## config.mk

```make
export PLATFORM = sky130hd
export DESIGN_NAME = repeater_id_ctrl
export DESIGN_NICKNAME = d
export VERILOG_FILES = /design/src/rtl/idctl_pkg.sv /design/src/rtl/id_sync.sv /design/src/rtl/id_datapath.sv /design/src/rtl/id_control.sv /design/src/rtl/repeater_id_ctrl.sv
export SDC_FILE = /design/constraint.sdc
export NUM_CORES = 1
export LEC_CHECK = 0
export BUFFER_PORTS_ARGS = -buffer_cell sky130_fd_sc_hd__buf_2
export CAP_MARGIN = 20
export CORE_ASPECT_RATIO = 0.75
export CORE_MARGIN = 2
export CORE_UTILIZATION = 40
export DETAILED_ROUTE_END_ITERATION = 6
export PLACE_DENSITY = 0.67
export REMOVE_ABC_BUFFERS = 1
export SETUP_SLACK_MARGIN = 0.1
export SYNTH_ARGS = -nofsm -noshare
export SYNTH_HDL_FRONTEND = slang
export SYNTH_SLANG_ARGS = --single-unit
```

## constraint.sdc

```tcl
create_clock -name clk -period 5.55 [get_ports clk]
set_input_delay 1.11 -clock clk [delete_from_list [all_inputs] [get_ports clk]]
set_output_delay 1.11 -clock clk [all_outputs]
set_load 0.02 [all_outputs]
```

## src/rtl/idctl_pkg.sv

```systemverilog
package idctl_pkg;

  typedef enum logic [1:0] {
    ST_IDLE = 2'd0,
    ST_SEND = 2'd1,
    ST_WAIT = 2'd2,
    ST_HOLD = 2'd3
  } ctlState_t;

  typedef struct packed {
    logic clrInterval;
    logic runInterval;
    logic loadGuard;
    logic clrSense;
    logic sending;
  } ctlStrobe_t;

endpackage

```

## src/rtl/id_sync.sv

```systemverilog
module id_sync #(
  parameter int WIDTH  = 3,
  parameter int STAGES = 2
) (
  input  logic             clk,
  input  logic             rstN,
  input  logic [WIDTH-1:0] asyncIn,
  output logic [WIDTH-1:0] syncOut
);

  logic [STAGES-1:0] chain [WIDTH];

  for (genvar b = 0; b < WIDTH; b++) begin : g_bit
    always_ff @(posedge clk or negedge rstN) begin
      if (!rstN) chain[b] <= '0;
      else       chain[b] <= {chain[b][STAGES-2:0], asyncIn[b]};
    end
    assign syncOut[b] = chain[b][STAGES-1];
  end

endmodule

```

## src/rtl/id_datapath.sv

```systemverilog
module id_datapath
  import idctl_pkg::*;
#(
  parameter int BASE_DIV    = 10240,
  parameter int GUARD_TICKS = 16
) (
  input  logic       clk,
  input  logic       rstN,
  input  logic       tickEn,
  input  logic       actSync,
  input  logic [1:0] intervalSel,
  input  ctlStrobe_t strobe,
  output logic       expired,
  output logic       senseSet
);

  localparam int MAX_LIMIT = BASE_DIV * 8;
  localparam int CNT_W     = $clog2(MAX_LIMIT + 1);
  localparam int GRD_W     = $clog2(GUARD_TICKS + 1);

  logic [CNT_W-1:0] intervalCnt;
  logic [CNT_W-1:0] limitVal;
  logic [GRD_W-1:0] guardCnt;
  logic             blocked;

  assign limitVal = CNT_W'(BASE_DIV) << intervalSel;
  assign expired  = (intervalCnt >= limitVal);
  assign blocked  = strobe.sending || (guardCnt != '0);

  // interval timer: cleared while idle or at a start, saturates at limit
  always_ff @(posedge clk or negedge rstN) begin
    if (!rstN)                                  intervalCnt <= '0;
    else if (strobe.clrInterval)                intervalCnt <= '0;
    else if (strobe.runInterval && tickEn && !expired)
                                                intervalCnt <= intervalCnt + 1'b1;
  end

  // guard window after each message, in ticks
  always_ff @(posedge clk or negedge rstN) begin
    if (!rstN)                        guardCnt <= '0;
    else if (strobe.loadGuard)        guardCnt <= GRD_W'(GUARD_TICKS);
    else if (tickEn && guardCnt != 0) guardCnt <= guardCnt - 1'b1;
  end

  // activity-sense latch
  always_ff @(posedge clk or negedge rstN) begin
    if (!rstN)                     senseSet <= 1'b0;
    else if (strobe.clrSense)      senseSet <= 1'b0;
    else if (actSync && !blocked)  senseSet <= 1'b1;
  end


  guard_ignore_chk: assert property (@(posedge clk) disable iff (!rstN)
    (blocked && !senseSet) |=> !senseSet);


  cnt_bound_chk: assert property (@(posedge clk) disable iff (!rstN)
    intervalCnt <= CNT_W'(MAX_LIMIT));


  count_step_chk: assert property (@(posedge clk) disable iff (!rstN)
    (!strobe.clrInterval && !tickEn) |=> $stable(intervalCnt));

endmodule

```

## src/rtl/id_control.sv

```systemverilog
module id_control
  import idctl_pkg::*;
(
  input  logic       clk,
  input  logic       rstN,
  input  logic       actSync,
  input  logic       pageSync,
  input  logic       testSync,
  input  logic       msgDone,
  input  logic       expired,
  input  logic       senseSet,
  output ctlStrobe_t strobe,
  output logic       msgStart,
  output logic       txKey
);

  ctlState_t state, stateNext;
  logic      testPrev;
  logic      testRise;
  logic      startNow;

  assign testRise = testSync && !testPrev;

  always_comb begin
    startNow = 1'b0;
    if (state != ST_SEND) begin
      startNow = testRise;
      case (state)
        ST_IDLE: if (actSync) startNow = 1'b1;
        ST_WAIT: if (expired && senseSet && !pageSync) startNow = 1'b1;
        ST_HOLD: if (!pageSync) startNow = 1'b1;
        default: ;
      endcase
    end
  end

  always_comb begin
    stateNext = state;
    if (startNow) stateNext = ST_SEND;
    else begin
      case (state)
        ST_SEND: if (msgDone) stateNext = ST_WAIT;
        ST_WAIT: if (expired) stateNext = senseSet ? ST_HOLD : ST_IDLE;
        default: ;
      endcase
    end
  end

  always_comb begin
    strobe.clrInterval = startNow || (state == ST_IDLE);
    strobe.runInterval = (state == ST_SEND) || (state == ST_WAIT);
    strobe.loadGuard   = (state == ST_SEND) && msgDone;
    strobe.clrSense    = startNow;
    strobe.sending     = (state == ST_SEND);
  end

  always_ff @(posedge clk or negedge rstN) begin
    if (!rstN) begin
      state    <= ST_IDLE;
      testPrev <= 1'b0;
      msgStart <= 1'b0;
    end else begin
      state    <= stateNext;
      testPrev <= testSync;
      msgStart <= startNow;
    end
  end

  assign txKey = (state == ST_SEND);


  start_pulse_chk: assert property (@(posedge clk) disable iff (!rstN)
    msgStart |=> !msgStart);


  key_on_start_chk: assert property (@(posedge clk) disable iff (!rstN)
    msgStart |-> txKey);


  key_drop_chk: assert property (@(posedge clk) disable iff (!rstN)
    (txKey && msgDone) |=> !txKey);


  page_hold_chk: assert property (@(posedge clk) disable iff (!rstN)
    (state == ST_HOLD && pageSync && !testRise) |=> !msgStart);


  no_restart_chk: assert property (@(posedge clk) disable iff (!rstN)
    (txKey && !msgDone) |=> !msgStart);

endmodule

```

## src/rtl/repeater_id_ctrl.sv

```systemverilog
module repeater_id_ctrl
  import idctl_pkg::*;
#(
  parameter int BASE_DIV    = 10240,
  parameter int GUARD_TICKS = 16,
  parameter int SYNC_STAGES = 2
) (
  input  logic       clk,
  input  logic       rstN,
  input  logic       tickEn,
  input  logic       activityIn,
  input  logic       pageIn,
  input  logic       testIn,
  input  logic [1:0] intervalSel,
  input  logic       msgDone,
  output logic       msgStart,
  output logic       txKey
);

  logic [2:0] syncBus;
  ctlStrobe_t strobe;
  logic       expired;
  logic       senseSet;

  id_sync #(.WIDTH(3), .STAGES(SYNC_STAGES)) i_sync (
    .clk     (clk),
    .rstN    (rstN),
    .asyncIn ({testIn, pageIn, activityIn}),
    .syncOut (syncBus)
  );

  id_datapath #(.BASE_DIV(BASE_DIV), .GUARD_TICKS(GUARD_TICKS)) i_dp (
    .clk         (clk),
    .rstN        (rstN),
    .tickEn      (tickEn),
    .actSync     (syncBus[0]),
    .intervalSel (intervalSel),
    .strobe      (strobe),
    .expired     (expired),
    .senseSet    (senseSet)
  );

  id_control i_ctl (
    .clk      (clk),
    .rstN     (rstN),
    .actSync  (syncBus[0]),
    .pageSync (syncBus[1]),
    .testSync (syncBus[2]),
    .msgDone  (msgDone),
    .expired  (expired),
    .senseSet (senseSet),
    .strobe   (strobe),
    .msgStart (msgStart),
    .txKey    (txKey)
  );

endmodule

```

## After elaboration in Yosys (flattened, before gate mapping)

Index checks and enable logic that the tools add are counted.

| storage, ports and cells | value |
|---|---|
| flip-flop bits (word level) | 33 |
| latch bits | 0 |
| RAM bits | 0 |
| bits in read-only memories | 0 |
| input port bits | 9 |
| word-level logic and storage cells | 57 |
| memories kept | 0 |

| operators by class | value |
|---|---|
| add/sub/neg operators | 2 |
| multipliers | 0 |
| divide/modulo/power cells | 0 |
| order comparisons | 1 |
| equal/unequal tests | 6 |
| shifts and indexed selects | 1 |
| muxes and demuxes | 16 |
| bitwise logic cells | 0 |
| reductions and logical operators | 22 |

Operators with widths:

| operator | count |
|---|---|
| 17-bit two-way mux | 2 |
| 17-bit by 1-bit adder with 17-bit output (second input constant) | 1 |
| 17-bit greater-or-equal comparator | 1 |
| 14-bit by 2-bit left shift with 17-bit output (first input constant) | 1 |
| 5-bit two-way mux | 2 |
| 1-bit logical AND | 8 |
| 2-bit two-way mux | 4 |
| 1-bit two-way mux | 6 |
| 2-bit nonzero test | 3 |
| 5-bit nonzero test | 1 |
| 5-bit by 1-bit subtractor with 5-bit output (second input constant) | 1 |
| 2-bit equality test (second input constant) | 2 |
| 1-bit zero test | 4 |
| 2-bit one-hot mux with 2 select lines | 1 |
| 1-bit logical OR | 3 |
| 3-bit by 1-bit inequality test with 1-bit output (second input constant) | 1 |
| 3-bit by 2-bit inequality test with 1-bit output (second input constant) | 1 |
| 1-bit one-hot mux with 3 select lines | 1 |
| 3-bit AND reduction | 1 |
| 3-bit nonzero test | 1 |
| 2-bit by 1-bit equality test with 1-bit output (second input constant) | 1 |
| 2-bit zero test | 1 |
| 2-bit by 1-bit inequality test with 1-bit output (second input constant) | 1 |

## Logic depth before layout (Yosys ltp)

| logic depth | value |
|---|---|
| word-level depth | 9 |
| gate-level depth with buffers | 9 |

## By module

A second synthesis with hierarchy kept.

| second synthesis, totals | value |
|---|---|
| cell total of the unflattened synthesis | 206 |
| area total of the unflattened synthesis | 2028.2 um^2 |

Modules (own cells, without submodules):

| module | times used | cells an instance | area each (um^2) | seq. area each (um^2) |
|---|---|---|---|---|
| id_datapath | 1 | 160 | 1525.2 | 575.6 |
| id_control | 1 | 37 | 330.3 | 100.1 |
| id_sync | 1 | 9 | 172.7 | 150.1 |

## Worst setup path after synthesis

No wires, ideal clock.

| timing | value |
|---|---|
| path kind | in2reg |
| start | input port intervalSel[0] |
| end | register i_dp.intervalCnt[0] |
| arrival time | 2.868 ns |
| setup slack | 2.547 ns |
| stages | 8 |
| buffers on the path | 1 |
| path through | or2_2 -> ha_1 -> o21ai_0 -> a21oi_1 -> o21ai_0 -> a221oi_2 -> buf_4 -> nor3_1 |

| on the way | value |
|---|---|
| cells in the longest elaborated chain, start to end | 9 |
| elaborated cells on any way between the ends | 12 |

RTL lines:

| element | line | RTL |
|---|---|---|
| start: declaration | repeater_id_ctrl.sv:14 | `input logic [1:0] intervalSel,` |
| 14-bit by 2-bit left shift with 17-bit output (*) | id_datapath.sv:26 | `assign limitVal = CNT_W'(BASE_DIV) << intervalSel;` |
| 17-bit greater-or-equal comparator (*) | id_datapath.sv:27 | `assign expired = (intervalCnt >= limitVal);` |
| 1-bit logical AND (2 in a row) | id_control.sv:30 | `ST_WAIT: if (expired && senseSet && !pageSync) startNow = 1'b1;` |
| 1-bit two-way mux | id_control.sv:30 |  |
| 1-bit one-hot mux with 3 select lines | id_control.sv:28 | `case (state)` |
| 1-bit two-way mux | id_control.sv:26 | `if (state != ST_SEND) begin` |
| 1-bit logical OR | id_control.sv:50 | `strobe.clrInterval = startNow \|\| (state == ST_IDLE);` |
| 17-bit two-way mux / 2-bit nonzero test (equally long branches) | n/a |  |
| end signal: assignment | id_datapath.sv:35 | `intervalCnt <= intervalCnt + 1'b1;` |
| end: declaration | id_datapath.sv:21 | `logic [CNT_W-1:0] intervalCnt;` |

Mark *: on every way between the ends. The rest lies on a longest branch, timed or not.
A chain may end at the register's enable or synchronous reset.

## Final worst setup path

| timing | value |
|---|---|
| start | input port intervalSel[0] |
| end | register i_dp.intervalCnt[9] |

The elaborated chain is that of the path after synthesis.

==> reports/metrics.yaml <==
power_leakage_nw: 0.891
gp_congestion: 0.760
cts_sinks: 33
finClkSkew_ns: 0.00796
ys_seq_area_share_pct: 45.4
synth-edff-count: 0
grt_pass1_wl_um: 5820
post_drt_wl_per_cell_um: 13.4
core_um2: 4410
status: "completed"
clkTransAtPathRegs_ns: 0.07
antennaDiodeCount: 0
maxCapViolCount: 0
numCtsBuffers: 5
required_ns: 5.74
antenna_found_initial: 0
tightest_slew_ns: 0.731
clock_latency_ns: 0.28
nets: 220
first_iter_violations: 116
r2r-end: "i_dp.intervalCnt[16]"
numPortBuffers: 10
drcViolationCount: 0
fp.dieH_um: 62.4
maxSlewHeadroom_pct: 51.3
cts_tree: "built"
syn_inst: 183
io_pins: 11
synth_area_per_cell_um2: 9.94
r2r_start: "i_ctl.state[1]"
synth_top_area_share_pct: 45.4
synthTopCellsByArea: "dfrtp_1 (45%), ha_1 (9.6%), xnor2_1 (5.3%), nor3_1 (4.7%), a211oi_1 (2.9%)"
async_flop_share_pct: 100
postCtsSetupRepairBufs: 0
hold_path_end: "i_sync.syncOut[2]"
synth_common_cells: "dfrtp_1 (33), nor3_1 (17), ha_1 (14)"
hold_buffers: 0
powerDensity_nw_per_um2: 399
r2r_slack_ns: 3.10
holdWs_ns: 0.348
path_class: "input pin to register"
ys_warn_count: 0
cts-resized-gates: 0
drive_above_1_share_pct: 13.1
grt_pass1_vias: 1188
yosysUniqueCellTypes: 39
fin_cells: 255
placed_cell_area_um2: 1930
grt_usage_pct: 15.0
ys_ff_latch: 33
total_power_mw: 0.820
postLayoutCellArea_um2: 2050
synth_top_cell_by_area: "dfrtp_1"
die_w_um: 81.9
dp_cells: 246
clockBufferDepth: 2
cp_max_fo: 15
reg2reg_depth: 7
worstPathArrival_ns: 3.29
min_from: "i_sync.chain[0]"
synth_most_common_cell: "dfrtp_1"
tns_ns: 0
num_vias: 1369
setup_viol: 0
fin_crit_sh_pct: 55.8
dp_hpwl_um: 2420
area_delta_synth_final_pct: 12.9
htree_levels: 2
rsz0062_at_grt: "false"
floorplan.initialDensity_pct: 41.2
synth_ff_type: "dfrtp_1"
min_path_cells: 0
final_max_slew_viol_count: 0
startpoint_type: "input pin"
core.rowCount: 21
cts_root_buf: "clkbuf_8"
first_pass_iters: 4
hold_violations: 0
final_util_pct: 46.5
netlist_area_um2: 1820
endpoint_kind: "register"
vias_per_cell: 5.37
grt_max_degree: 34
setup_ws_ns: 2.45
fin_crit_ns: 3.10
clock.fmax_ghz: 0.323
ant_nets: 0
hp-class: "register to register"
ir_worst_vdd_v: 0.000211
gr-total-overflow: 0
routed_wirelength_um: 3430
dp_slack_ns: 2.13
dieArea_um2: 5110
[registers in the layout, summed over array words and instances (netlist names)]
name	flops
i_ctl.msgStart	1
i_ctl.state	2
i_ctl.testPrev	1
i_dp.guardCnt	5
i_dp.intervalCnt	17
i_dp.senseSet	1
i_sync.chain	3
i_sync.syncOut	3
[report_power, final]
group | switching (mW) | leakage (nW) | internal (mW)
sequential | 0.0371 | 0.427 | 0.278
clock | 0.0831 | 0.0585 | 0.146
combinational | 0.171 | 0.405 | 0.105
total | 0.291 | 0.891 | 0.529
[how the worst max path moves through the flow]
stage / startpoint / to / slack, ns / cells past startpoint
3_5_place_dp: intervalSel[0] / i_dp.intervalCnt[9] / 2.13 / 9
5_1_grt: intervalSel[0] / i_dp.intervalCnt[9] / 2.30 / 9
2_1_floorplan: intervalSel[0] / i_dp.intervalCnt[0] / 2.02 / 7
4_1_cts: intervalSel[0] / i_dp.intervalCnt[9] / 2.45 / 9
6_report: intervalSel[0] / i_dp.intervalCnt[9] / 2.45 / 9
3_3_place_gp: intervalSel[0] / i_dp.intervalCnt[11] / 2.22 / 9
[placed cells by master (no fill, tap or decap), types with 2 or more instances in the layout]
| master | Yosys | layout |
|---|---|---|
| xor2_1 | 4 | 4 |
| or2_2 | 2 | 2 |
| and3_1 | 3 | 3 |
| nand3_1 | 5 | 5 |
| a211oi_1 | 7 | 7 |
| a21oi_1 | 6 | 6 |
| and4_1 | 3 | 3 |
| inv_1 | 12 | 12 |
| or3_1 | 6 | 6 |
| nor3_1 | 17 | 17 |
| buf_2 | 1 | 10 |
| clkbuf_8 | 0 | 6 |
| nor4b_1 | 4 | 4 |
| ha_1 | 14 | 14 |
| dfrtp_1 | 33 | 33 |
| xnor2_1 | 11 | 11 |
| buf_4 | 1 | 2 |
| nor2_1 | 7 | 7 |
| o21ai_0 | 10 | 10 |
| nand2_1 | 12 | 12 |
| nand2b_1 | 3 | 3 |
| a21oi_2 | 2 | 2 |
[cells by family (layout without fill, tap and decap cells)]
family	after synthesis	count (layout)	share of synthesized area, %
AO/OA/AOI/OAI	33	33	12.0
XOR/XNOR	15	15	7.22
adder cells (fa/ha/maj)	14	14	9.63
buffers and inverters	18	33	4.06
flip-flops	33	33	45.4
multiplexers	1	1	0.550
AND/OR/NAND/NOR	69	69	21.1
[worst max-delay path, stage by stage]
cell and delay [ns]:
buf_2 0.12, or2_2 0.30, ha_1 0.27, o21ai_0 0.14, a21oi_1 0.08, buf_4 0.18, or3_1 0.48, or3_1 0.35
a211oi_1 0.25
[area by class of cell]
type,count,area (um2)
Clock inverter,1,30.0
Tap cell,57,71.3
Clock buffer,7,86.3
Inverter,12,45.0
Multi-Input combinational cell,132,920
Sequential cell,33,826
Timing Repair Buffer,13,76.3
Fill cell,409,2360
[per-layer routing]
layer | vias to the layer above | global-route usage (%) | part of all wire, %
met3 | 2 | 4.77 | 4.5
li1 | 679 | - | -
met4 | 0 | 4.38 | 0.64
met2 | 26 | 18.1 | 39
met5 | - | 0 | 0
met1 | 662 | 24.7 | 55
No activity file was read; power rests on OpenSTA's default activity.
